===== src/rtl/usbh_regspace_pkg.sv =====
package usbh_regspace_pkg;
  // host-layout offsets within a channel set
  localparam logic [2:0] CH_CTRL = 3'd0;
  localparam logic [2:0] CH_BASE = 3'd1;
  localparam logic [2:0] CH_LEN  = 3'd2;
  localparam logic [2:0] CH_PID  = 3'd3;
  localparam logic [2:0] CH_DEV  = 3'd4;
  // host-layout common register addresses (low nibble)
  localparam logic [3:0] RG_CTRL1 = 4'h5;
  localparam logic [3:0] RG_IE    = 4'h6;
  localparam logic [3:0] RG_AUX   = 4'h7;
  localparam logic [3:0] RG_IRQ   = 4'hD;
  localparam logic [3:0] RG_SOFLO = 4'hE;
  localparam logic [3:0] RG_SOFHI = 4'hF;
endpackage


===== src/rtl/usbh_chan_regs.sv =====
module usbh_chan_regs
  import usbh_regspace_pkg::*;
#(
  parameter int DATA_W = 8
) (
  input  logic              clk,
  input  logic              rst_n,
  input  logic              wr_en,
  input  logic [2:0]        ofs,
  input  logic [DATA_W-1:0] wdata,
  input  logic [DATA_W-1:0] status_in,
  input  logic [DATA_W-1:0] count_in,
  output logic [DATA_W-1:0] rd_val,
  output logic [DATA_W-1:0] pid_ep,
  output logic [DATA_W-1:0] dev_addr
);
  logic              ctrl_lsb;
  logic [DATA_W-1:1] ctrl_hi;
  logic [DATA_W-1:0] base_q, len_q;

  // only bit 0 of the control register is reset
  always_ff @(posedge clk) begin
    if (!rst_n)                           ctrl_lsb <= 1'b0;
    else if (wr_en && ofs == CH_CTRL)     ctrl_lsb <= wdata[0];
  end

  always_ff @(posedge clk) begin
    if (wr_en) begin
      case (ofs)
        CH_CTRL: ctrl_hi  <= wdata[DATA_W-1:1];
        CH_BASE: base_q   <= wdata;
        CH_LEN:  len_q    <= wdata;
        CH_PID:  pid_ep   <= wdata;
        CH_DEV:  dev_addr <= wdata;
        default: ;
      endcase
    end
  end

  always_comb begin
    case (ofs)
      CH_CTRL: rd_val = {ctrl_hi, ctrl_lsb};
      CH_BASE: rd_val = base_q;
      CH_LEN:  rd_val = len_q;
      CH_PID:  rd_val = status_in;
      CH_DEV:  rd_val = count_in;
      default: rd_val = '0;
    endcase
  end
endmodule


===== src/rtl/usbh_common_regs.sv =====
module usbh_common_regs
  import usbh_regspace_pkg::*;
#(
  parameter int          DATA_W = 8,
  parameter logic [7:0]  HW_REV = 8'h02
) (
  input  logic              clk,
  input  logic              rst_n,
  input  logic              wr_en,
  input  logic [3:0]        ofs,
  input  logic [DATA_W-1:0] wdata,
  input  logic [DATA_W-1:0] irq_in,
  output logic [DATA_W-1:0] rd_val,
  output logic [DATA_W-1:0] sof_low,
  output logic              full_feat
);
  logic [DATA_W-1:0] ctrl1_q, aux_q, ie_q, sofhi_q;

  // registers cleared by reset
  always_ff @(posedge clk) begin
    if (!rst_n) begin
      ctrl1_q   <= '0;
      aux_q     <= '0;
      sof_low   <= '0;
      full_feat <= 1'b0;
    end else if (wr_en) begin
      case (ofs)
        RG_CTRL1: ctrl1_q <= wdata;
        RG_AUX:   aux_q   <= wdata;
        RG_SOFLO: sof_low <= wdata;
        RG_SOFHI: full_feat <= 1'b1;
        default: ;
      endcase
    end
  end

  // registers that keep their contents through reset
  always_ff @(posedge clk) begin
    if (wr_en) begin
      if (ofs == RG_IE)    ie_q    <= wdata;
      if (ofs == RG_SOFHI) sofhi_q <= wdata;
    end
  end

  always_comb begin
    case (ofs)
      RG_CTRL1: rd_val = ctrl1_q;
      RG_IE:    rd_val = ie_q;
      RG_AUX:   rd_val = aux_q;
      RG_IRQ:   rd_val = irq_in;
      RG_SOFLO: rd_val = DATA_W'(HW_REV);
      RG_SOFHI: rd_val = sofhi_q;
      default:  rd_val = '0;
    endcase
  end
endmodule


===== src/rtl/usbh_buf_mem.sv =====
module usbh_buf_mem #(
  parameter int ADDR_W = 8,
  parameter int DATA_W = 8
) (
  input  logic              clk,
  input  logic              we,
  input  logic [ADDR_W-1:0] addr,
  input  logic [DATA_W-1:0] wdata,
  output logic [DATA_W-1:0] rdata
);
  localparam int DEPTH = 1 << ADDR_W;
  logic [DATA_W-1:0] mem [DEPTH];

  always_ff @(posedge clk) begin
    if (we) mem[addr] <= wdata;
  end

  assign rdata = mem[addr];
endmodule


===== src/rtl/usbh_regspace.sv =====
module usbh_regspace #(
  parameter int         ADDR_W    = 8,
  parameter int         DATA_W    = 8,
  parameter int         HOST_REGS = 16,
  parameter logic [7:0] HW_REV    = 8'h02
) (
  input  logic              clk,
  input  logic              rst_n,
  input  logic              periph_mode,
  input  logic              cs,
  input  logic              rd,
  input  logic              wr,
  input  logic [ADDR_W-1:0] addr,
  input  logic [DATA_W-1:0] wr_data,
  output logic [DATA_W-1:0] rd_data,
  output logic              rd_valid,
  input  logic [DATA_W-1:0] cha_usb_status,
  input  logic [DATA_W-1:0] cha_xfer_cnt,
  input  logic [DATA_W-1:0] chb_usb_status,
  input  logic [DATA_W-1:0] chb_xfer_cnt,
  input  logic [DATA_W-1:0] irq_status,
  output logic [DATA_W-1:0] cha_pid_ep,
  output logic [DATA_W-1:0] cha_dev_addr,
  output logic [DATA_W-1:0] chb_pid_ep,
  output logic [DATA_W-1:0] chb_dev_addr,
  output logic [DATA_W-1:0] sof_low,
  output logic              full_feat
);
  localparam int               N_CH     = 2;
  localparam logic [ADDR_W-1:0] HOST_LIM = ADDR_W'(HOST_REGS);

  logic acc_wr, acc_rd, host_reg, ch_hit;
  logic [DATA_W-1:0] ch_rd   [N_CH];
  logic [DATA_W-1:0] ch_stat [N_CH];
  logic [DATA_W-1:0] ch_cnt  [N_CH];
  logic [DATA_W-1:0] ch_pid  [N_CH];
  logic [DATA_W-1:0] ch_dev  [N_CH];
  logic [DATA_W-1:0] cm_rd, mem_rd, rd_mux;

  assign acc_wr   = cs && wr && !rd;
  assign acc_rd   = cs && rd && !wr;
  assign host_reg = !periph_mode && (addr < HOST_LIM);
  // channel slots: offsets 0..4 of each half of the host window
  assign ch_hit   = addr[2:0] <= 3'd4;

  assign ch_stat[0] = cha_usb_status;
  assign ch_stat[1] = chb_usb_status;
  assign ch_cnt[0]  = cha_xfer_cnt;
  assign ch_cnt[1]  = chb_xfer_cnt;
  assign cha_pid_ep   = ch_pid[0];
  assign cha_dev_addr = ch_dev[0];
  assign chb_pid_ep   = ch_pid[1];
  assign chb_dev_addr = ch_dev[1];

  for (genvar c = 0; c < N_CH; c++) begin : g_ch
    usbh_chan_regs #(.DATA_W(DATA_W)) u_ch (
      .clk       (clk),
      .rst_n     (rst_n),
      .wr_en     (acc_wr && host_reg && ch_hit && (addr[3] == c[0])),
      .ofs       (addr[2:0]),
      .wdata     (wr_data),
      .status_in (ch_stat[c]),
      .count_in  (ch_cnt[c]),
      .rd_val    (ch_rd[c]),
      .pid_ep    (ch_pid[c]),
      .dev_addr  (ch_dev[c])
    );
  end

  usbh_common_regs #(.DATA_W(DATA_W), .HW_REV(HW_REV)) u_cm (
    .clk       (clk),
    .rst_n     (rst_n),
    .wr_en     (acc_wr && host_reg && !ch_hit),
    .ofs       (addr[3:0]),
    .wdata     (wr_data),
    .irq_in    (irq_status),
    .rd_val    (cm_rd),
    .sof_low   (sof_low),
    .full_feat (full_feat)
  );

  usbh_buf_mem #(.ADDR_W(ADDR_W), .DATA_W(DATA_W)) u_mem (
    .clk   (clk),
    .we    (acc_wr && !host_reg),
    .addr  (addr),
    .wdata (wr_data),
    .rdata (mem_rd)
  );

  always_comb begin
    if (!host_reg)   rd_mux = mem_rd;
    else if (ch_hit) rd_mux = ch_rd[addr[3]];
    else             rd_mux = cm_rd;
  end

  always_ff @(posedge clk) begin
    if (!rst_n) begin
      rd_valid <= 1'b0;
      rd_data  <= '0;
    end else begin
      rd_valid <= acc_rd;
      if (acc_rd) rd_data <= rd_mux;
    end
  end
endmodule


===== config.mk =====
export PLATFORM = sky130hd
export DESIGN_NAME = usbh_regspace
export DESIGN_NICKNAME = d
export VERILOG_FILES = /design/src/rtl/usbh_regspace_pkg.sv /design/src/rtl/usbh_chan_regs.sv /design/src/rtl/usbh_common_regs.sv /design/src/rtl/usbh_buf_mem.sv /design/src/rtl/usbh_regspace.sv
export SDC_FILE = /design/constraint.sdc
export NUM_CORES = 2
export LEC_CHECK = 0
export ABC_AREA = 1
export BUFFER_PORTS_ARGS = -buffer_cell sky130_fd_sc_hd__buf_4
export CORE_ASPECT_RATIO = 0.5
export CORE_MARGIN = 1.5
export CORE_UTILIZATION = 30
export DETAILED_ROUTE_END_ITERATION = 8
export GPL_TIMING_DRIVEN = 0
export PLACE_DENSITY = 0.5
export REMOVE_ABC_BUFFERS = 1
export SLEW_MARGIN = 20
export SYNTH_ARGS = -nofsm -noshare
export SYNTH_HDL_FRONTEND = slang
export SYNTH_HIERARCHICAL = 1
export SYNTH_SLANG_ARGS = --single-unit

===== constraint.sdc =====
create_clock -name clk -period 6.7 [get_ports clk]
set_clock_uncertainty 0.2 [all_clocks]
set_input_delay 0.335 -clock clk [delete_from_list [all_inputs] [get_ports clk]]
set_output_delay 0.335 -clock clk [all_outputs]
set_load 0.05 [all_outputs]

# == Word-level counts from Yosys, hierarchy flattened ==
# Memory sizes are Yosys's and may differ from the RTL's.
# Cells that the tools add are included.
# totals
register_bits,130
latch_bits,0
ramBits,2048
mem_bits_ro,0
out_inout_bits,50
elab_cells,80
n_memories,1
# classes
add_sub_neg,0
n_mul,0
div,0
n_lt_le_gt_ge,3
eq_ne,10
n_shift,0
muxes,10
bitwise,2
n_reduce_logical,34
# memory_table
memory,words,word_bits,read_ports,rd_clocked_by_memory_dff,write_ports,line_no,rtl
u_mem.mem,256,8,1,0,1,usbh_buf_mem.sv:12,logic [DATA_W-1:0] mem [DEPTH];
# op_table
op,count
8-bit one-hot mux with 5 select lines,2
8-bit one-hot mux with 6 select lines,1
8-bit 2-to-1 mux,5
2-bit AND reduction,15
1-bit logical AND,13
4-bit by 3-bit == test with 1-bit output (second input constant),3
4-bit == test (second input constant),3
8-bit by 5-bit < comparator with 1-bit output (second input constant),1
3-bit by 2-bit == test with 1-bit output (second input constant),2
1-bit logical NOT,5
3-bit by 1-bit == test with 1-bit output (second input constant),1
3-bit == test (second input constant),1
3-bit less-or-equal comparator (second input constant),1
3-bit logical NOT,1
2-bit >= comparator (second input constant),1
1-bit 2-to-1 mux,2
1-bit NOT with 2-bit output,1
1-bit NOT,1

# == Longest topological paths before layout ==
# depth
word_depth,7
depth_mapped,17
mapped_depth_nobuf,15

# == Hierarchy ==
# The synthesis kept the hierarchy.
# by_module_without_submodules
mod,instances,cells_per_inst,area_per_inst_um2,seq_area_each_um2
usbh_buf_mem,1,8013,84696.2,61499.0
usbh_chan_regs,2,155,1680.4,1191.1
usbh_common_regs,1,317,2187.1,980.9
usbh_regspace,1,116,701.9,180.2

# == Worst setup path after synthesis ==
# Ideal clock, no wire load.
# synth_path
path_kind,input -> register
from,input port addr[4]
to,register u_cm.ie_q[0] (enable)
setup_time_ns,0.385
arrival_time_ns,2.085
required_ns,6.115
setup_slack_ns,4.030
cell_stages,7
n_path_buf,3
cell_sequence,nor2_1 -> nand3b_1 -> buf_6 -> nor3_1 -> buf_2 -> buf_2 -> nor3b_1
# synth_via
elab_chain_len,5
# synth_rtl
item,line_no,rtl
start: declaration,usbh_regspace.sv:13,"input logic [ADDR_W-1:0] addr,"
8-bit by 5-bit < comparator with 1-bit output,usbh_regspace.sv:42,assign host_reg = !periph_mode && (addr < HOST_LIM);
1-bit logical AND,usbh_regspace.sv:42,
1-bit logical AND (2 in series),usbh_regspace.sv:73,".wr_en (acc_wr && host_reg && !ch_hit),"
2-bit AND reduction (no line),n/a,
end signal: assignment,usbh_common_regs.sv:40,if (ofs == RG_IE) ie_q <= wdata;
end: declaration,usbh_common_regs.sv:17,"logic [DATA_W-1:0] ctrl1_q, aux_q, ie_q, sofhi_q;"
# Every way passes these cells.
# A chain may end at the register's enable or synchronous reset.

# == Worst setup path after layout ==
# layout_path
from,input port addr[0]
to,register rd_data[0]
# layout_via
elab_cells_between_ends,23
# layout_rtl
item,line_no,rtl
memory 256 x 8 bit,n/a,
named net mem_rd[0],usbh_regspace.sv:38,"logic [DATA_W-1:0] cm_rd, mem_rd, rd_mux;"
8-bit 2-to-1 mux,usbh_regspace.sv:91,if (!host_reg) rd_mux = mem_rd;
end signal: assignment,usbh_regspace.sv:102,if (acc_rd) rd_data <= rd_mux;
end: declaration,usbh_regspace.sv:15,"output logic [DATA_W-1:0] rd_data,"
# The timed path passes the listed nets, and every way through them passes these cells. The select of a mux whose other input is x is not followed.

==> results.ini <==
[finish]
fin_cells = 12978
multi_input_comb_area_mm2 = 0.0234
seqCellArea_mm2 = 0.0650
fillers = 29832
final_layout_size_suffix_gt1_share_pct = 5.99
syn2layout_area_growth_pct = 14.5
number_of_nets_at_the_end_of_the_flow = 8838

[routing]
routed_wl_um = 257000
drt_wl_cell_um = 19.8
route.vias.total = 59936
dr.first_iter.drc_count = 5595
firstDrtPassIters = 5
antenna_left = 0
viasPerCell = 4.62
drc = 0

[floorplanning]
chipWidth_um = 782
core-area_mm2 = 0.300
die_h_um = 392
ios = 112
effective_utilization_at_floorplan_pct = 30.3
dieArea_mm2 = 0.307
placement_rows = 142

[setup_path]
critical_path.top_delay_family = buffers and inverters
regToRegEndpoint = rd_data[7]
capturing_element_type_of_the_critical_path = flip-flop
worst-setup-path-type = input pin to flip-flop
slack_of_the_worst_reg_to_reg_path_ns = 3.83
critical-path-slowest-cell = sky130_fd_sc_hd__buf_8
regToRegStartpoint = u_mem/mem[118][7]
reg2regPathDepth = 14
critPathBufInv = 8
cp_data_required_time_ns = 7.21
worstPathCellList = buf_8, buf_16, buf_16, inv_8, buf_16, buf_16, buf_16, buf_16, nand2_1, nand2_1, nand2_1, nand3_1, nand2_1, nand2_1, o21ai_1, nand2_1, nor2_1, nor2_1, nor2_1, nand2_1, a21oi_1, a21oi_1
cell_mode_on_critical_path = sky130_fd_sc_hd__nand2_1
critPathLaunchType = input pin
data_arrival_at_the_endpoint_of_the_critical_path_ns = 5.89
timing.critical_path.fanout_max = 109
max_stage_delay_ns = 0.42

[clocking]
cts.htree.levels = 4
cts-buffers-inserted = 223
tritoncts = yes
cts-root-to-sink-buffers = 4
clk_latency_ns = 0.87
cts.repair.resized = 0
cts.hold.buffers_added = 37
clock_sink_count = 2178
clockRootBuffer = sky130_fd_sc_hd__clkbuf_16
cts.repair_timing.setup_buffer_count = 0
clkSlewWorstSetupHoldPaths_ns = 0.06

[pwr]
leakage_power_nw = 40.7
power.ir.vdd_worst_v = 0.000182
finalPower_w = 0.0282
power_density_mw_per_mm2 = 271

[synthesis]
syn_inst = 8756
mux_share_of_post_synthesis_cell_area_pct = 0
yosys.area_share.adder_pct = 0
synth_top_area_share_pct = 70.7
netlist_area_mm2 = 0.0909
synth.lib_cells_used.distinct = 30
synth-xor-area-share_pct = 0
synthesis.area_per_instance_um2 = 10.4
ys_ff_latch = 2178
ys_warn_count = 6
ys.flop_type = sky130_fd_sc_hd__edfxtp_1
yosysMostFrequentCell = sky130_fd_sc_hd__nand2_1
synth_simple_gate_area_share_pct = 24.3
synth_top_family_by_area = simple AND/OR/NAND/NOR gates
synth_top_cell_by_area = sky130_fd_sc_hd__edfxtp_1
netlist_top_cells_area = sky130_fd_sc_hd__edfxtp_1 71%, sky130_fd_sc_hd__nand2_1 20%, sky130_fd_sc_hd__nor2_1 1.9%
asyncSetResetFlopFracSynth_pct = 0
synth_enable_flop_cells = 2142
synth_common_cells = 4949 x sky130_fd_sc_hd__nand2_1, 2142 x sky130_fd_sc_hd__edfxtp_1, 468 x sky130_fd_sc_hd__nor2_1, 289 x sky130_fd_sc_hd__nand3_1, 193 x sky130_fd_sc_hd__buf_2
ys_seq_area_share_pct = 71.5
synth-compound-area-share_pct = 1.24

[placement]
placed_cells = 12546
pre_cts_slack_ns = 0.650
dpl.hpwl_um = 147000
place.gp.congestion = 0.790
numPortBuffers = 111

[sta]
max_slew.worst_pin.slew_ns = 1.30
timing_hold_violations_final = 0
clock.fmax_mhz = 186
drv_slew = 0
setup_ws_ns = 1.33
setup_viol = 0
rsz0062_at_grt = no
whs_ns = 0.0672
finalWorstPathRequiredPeriod_ns = 5.38
fin_setup_tns_ns = 0
max-slew-margin-rel_pct = 12.7
final_min_period_over_clock_period_pct = 80.2

[global_route]
grt_antenna_before_repair = 13
first_pass_grt_wire_length_um = 375000
grt_usage_pct = 16.3
number_of_global_route_vias_before_repair = 55517
gr-total-overflow = 0
grt_max_degree = 132

[run_status]
outcome = completed

[worst_hold_path]
holdCritPathClass = input pin to flip-flop
min_path_cells = 11
min_delay_worst_endpoint = rd_data[3]
timing.hold.worst.start = chb_usb_status[3]

[flow_run]
max_cap_violations = 0

-- flip-flops by register name, indices dropped and copies added, names as in the netlist, 14 cells and up --
register / cells
u_mem/mem: 2048
g_ch.u_ch/pid_ep: 16
g_ch.u_ch/base_q: 16
g_ch.u_ch/dev_addr: 16
g_ch.u_ch/len_q: 16
g_ch.u_ch/ctrl_hi: 14
-- cell usage in the layout, fill, tap and decap left out, types with 25 or more instances in the layout --
cell type,netlist,routed
sky130_fd_sc_hd__buf_4,8,102
sky130_fd_sc_hd__o21ai_1,119,119
sky130_fd_sc_hd__dfxtp_1,36,36
sky130_fd_sc_hd__dlygate4sd3_1,0,37
sky130_fd_sc_hd__clkbuf_16,0,225
sky130_fd_sc_hd__buf_16,0,60
sky130_fd_sc_hd__a21oi_1,44,44
sky130_fd_sc_hd__clkinv_2,2,25
sky130_fd_sc_hd__edfxtp_1,2142,2142
sky130_fd_sc_hd__nand3_1,289,289
sky130_fd_sc_hd__clkbuf_1,171,60
sky130_fd_sc_hd__nand2_1,4949,4933
sky130_fd_sc_hd__nor2_1,468,460
sky130_fd_sc_hd__clkinv_1,0,56
sky130_fd_sc_hd__o21ai_0,55,55
sky130_fd_sc_hd__inv_1,162,158
-- area by class of cell --
cell class / count / share of cell area [%]
Sequential cell: 2178 / 62.5
Multi-Input combinational cell: 5963 / 22.4
Clock buffer: 288 / 5.67
Tap cell: 4032 / 4.85
Timing Repair Buffer: 231 / 3.24
Inverter: 179 / 0.702
Clock inverter: 93 / 0.582
Antenna cell: 14 / 0.0337
-- through the flow --
step	cell area (um^2)	util, %
after global routing	104000	34.6
after global placement	94800	31.6
after CTS	104000	34.6
final	104000	34.6
after detailed placement	97200	32.3
after floorplan	89000	-
-- report_power, final --
group	internal (W)	switching, W
Sequential	0.0150	0.00000389
Clock	0.00640	0.00510
Combinational	0.000435	0.00130
-- kinds of logic (layout without fill, tap and decap cells) --
family,after synthesis,after routing
compound gates,222,222
buf+inv,615,791
flops,2178,2178
other cells,0,14
simple gates,5741,5741
-- worst min-delay path, stage by stage --
cell and delay, ns:
sky130_fd_sc_hd__buf_4 0.11, sky130_fd_sc_hd__inv_1 0.04, sky130_fd_sc_hd__o21ai_0 0.08, sky130_fd_sc_hd__inv_1 0.06
sky130_fd_sc_hd__nand2_1 0.06, sky130_fd_sc_hd__nand2_1 0.07, sky130_fd_sc_hd__nand2_1 0.06, sky130_fd_sc_hd__nand2_1 0.07
sky130_fd_sc_hd__nand2_1 0.05, sky130_fd_sc_hd__nand2_1 0.07, sky130_fd_sc_hd__a21oi_2 0.05
-- routing by layer --
layer	GRT usage (%)	up-vias	share of wire, %
met5	0	-	0.012
met4	4.43	4	2.5
met3	3.02	358	7.1
met2	24.9	1731	44
met1	23.7	29113	46
li1	-	28730	-
-- how the worst max path moves through the flow --
| stage | endpoint | from | slack [ns] | cells past startpoint |
|---|---|---|---|---|
| 6_report | rd_data[0] | addr[0] | 1.33 | 22 |
| 5_1_grt | rd_data[0] | addr[0] | 1.13 | 22 |
| 4_1_cts | rd_data[0] | addr[0] | 1.56 | 22 |
| 3_5_place_dp | rd_data[0] | addr[0] | 0.65 | 22 |
| 3_3_place_gp | u_mem/mem[225][6] | addr[0] | -39.51 | 7 |
| 2_1_floorplan | rd_data[2] | addr[0] | -1.09 | 15 |
(Power assumes the default switching activity.)
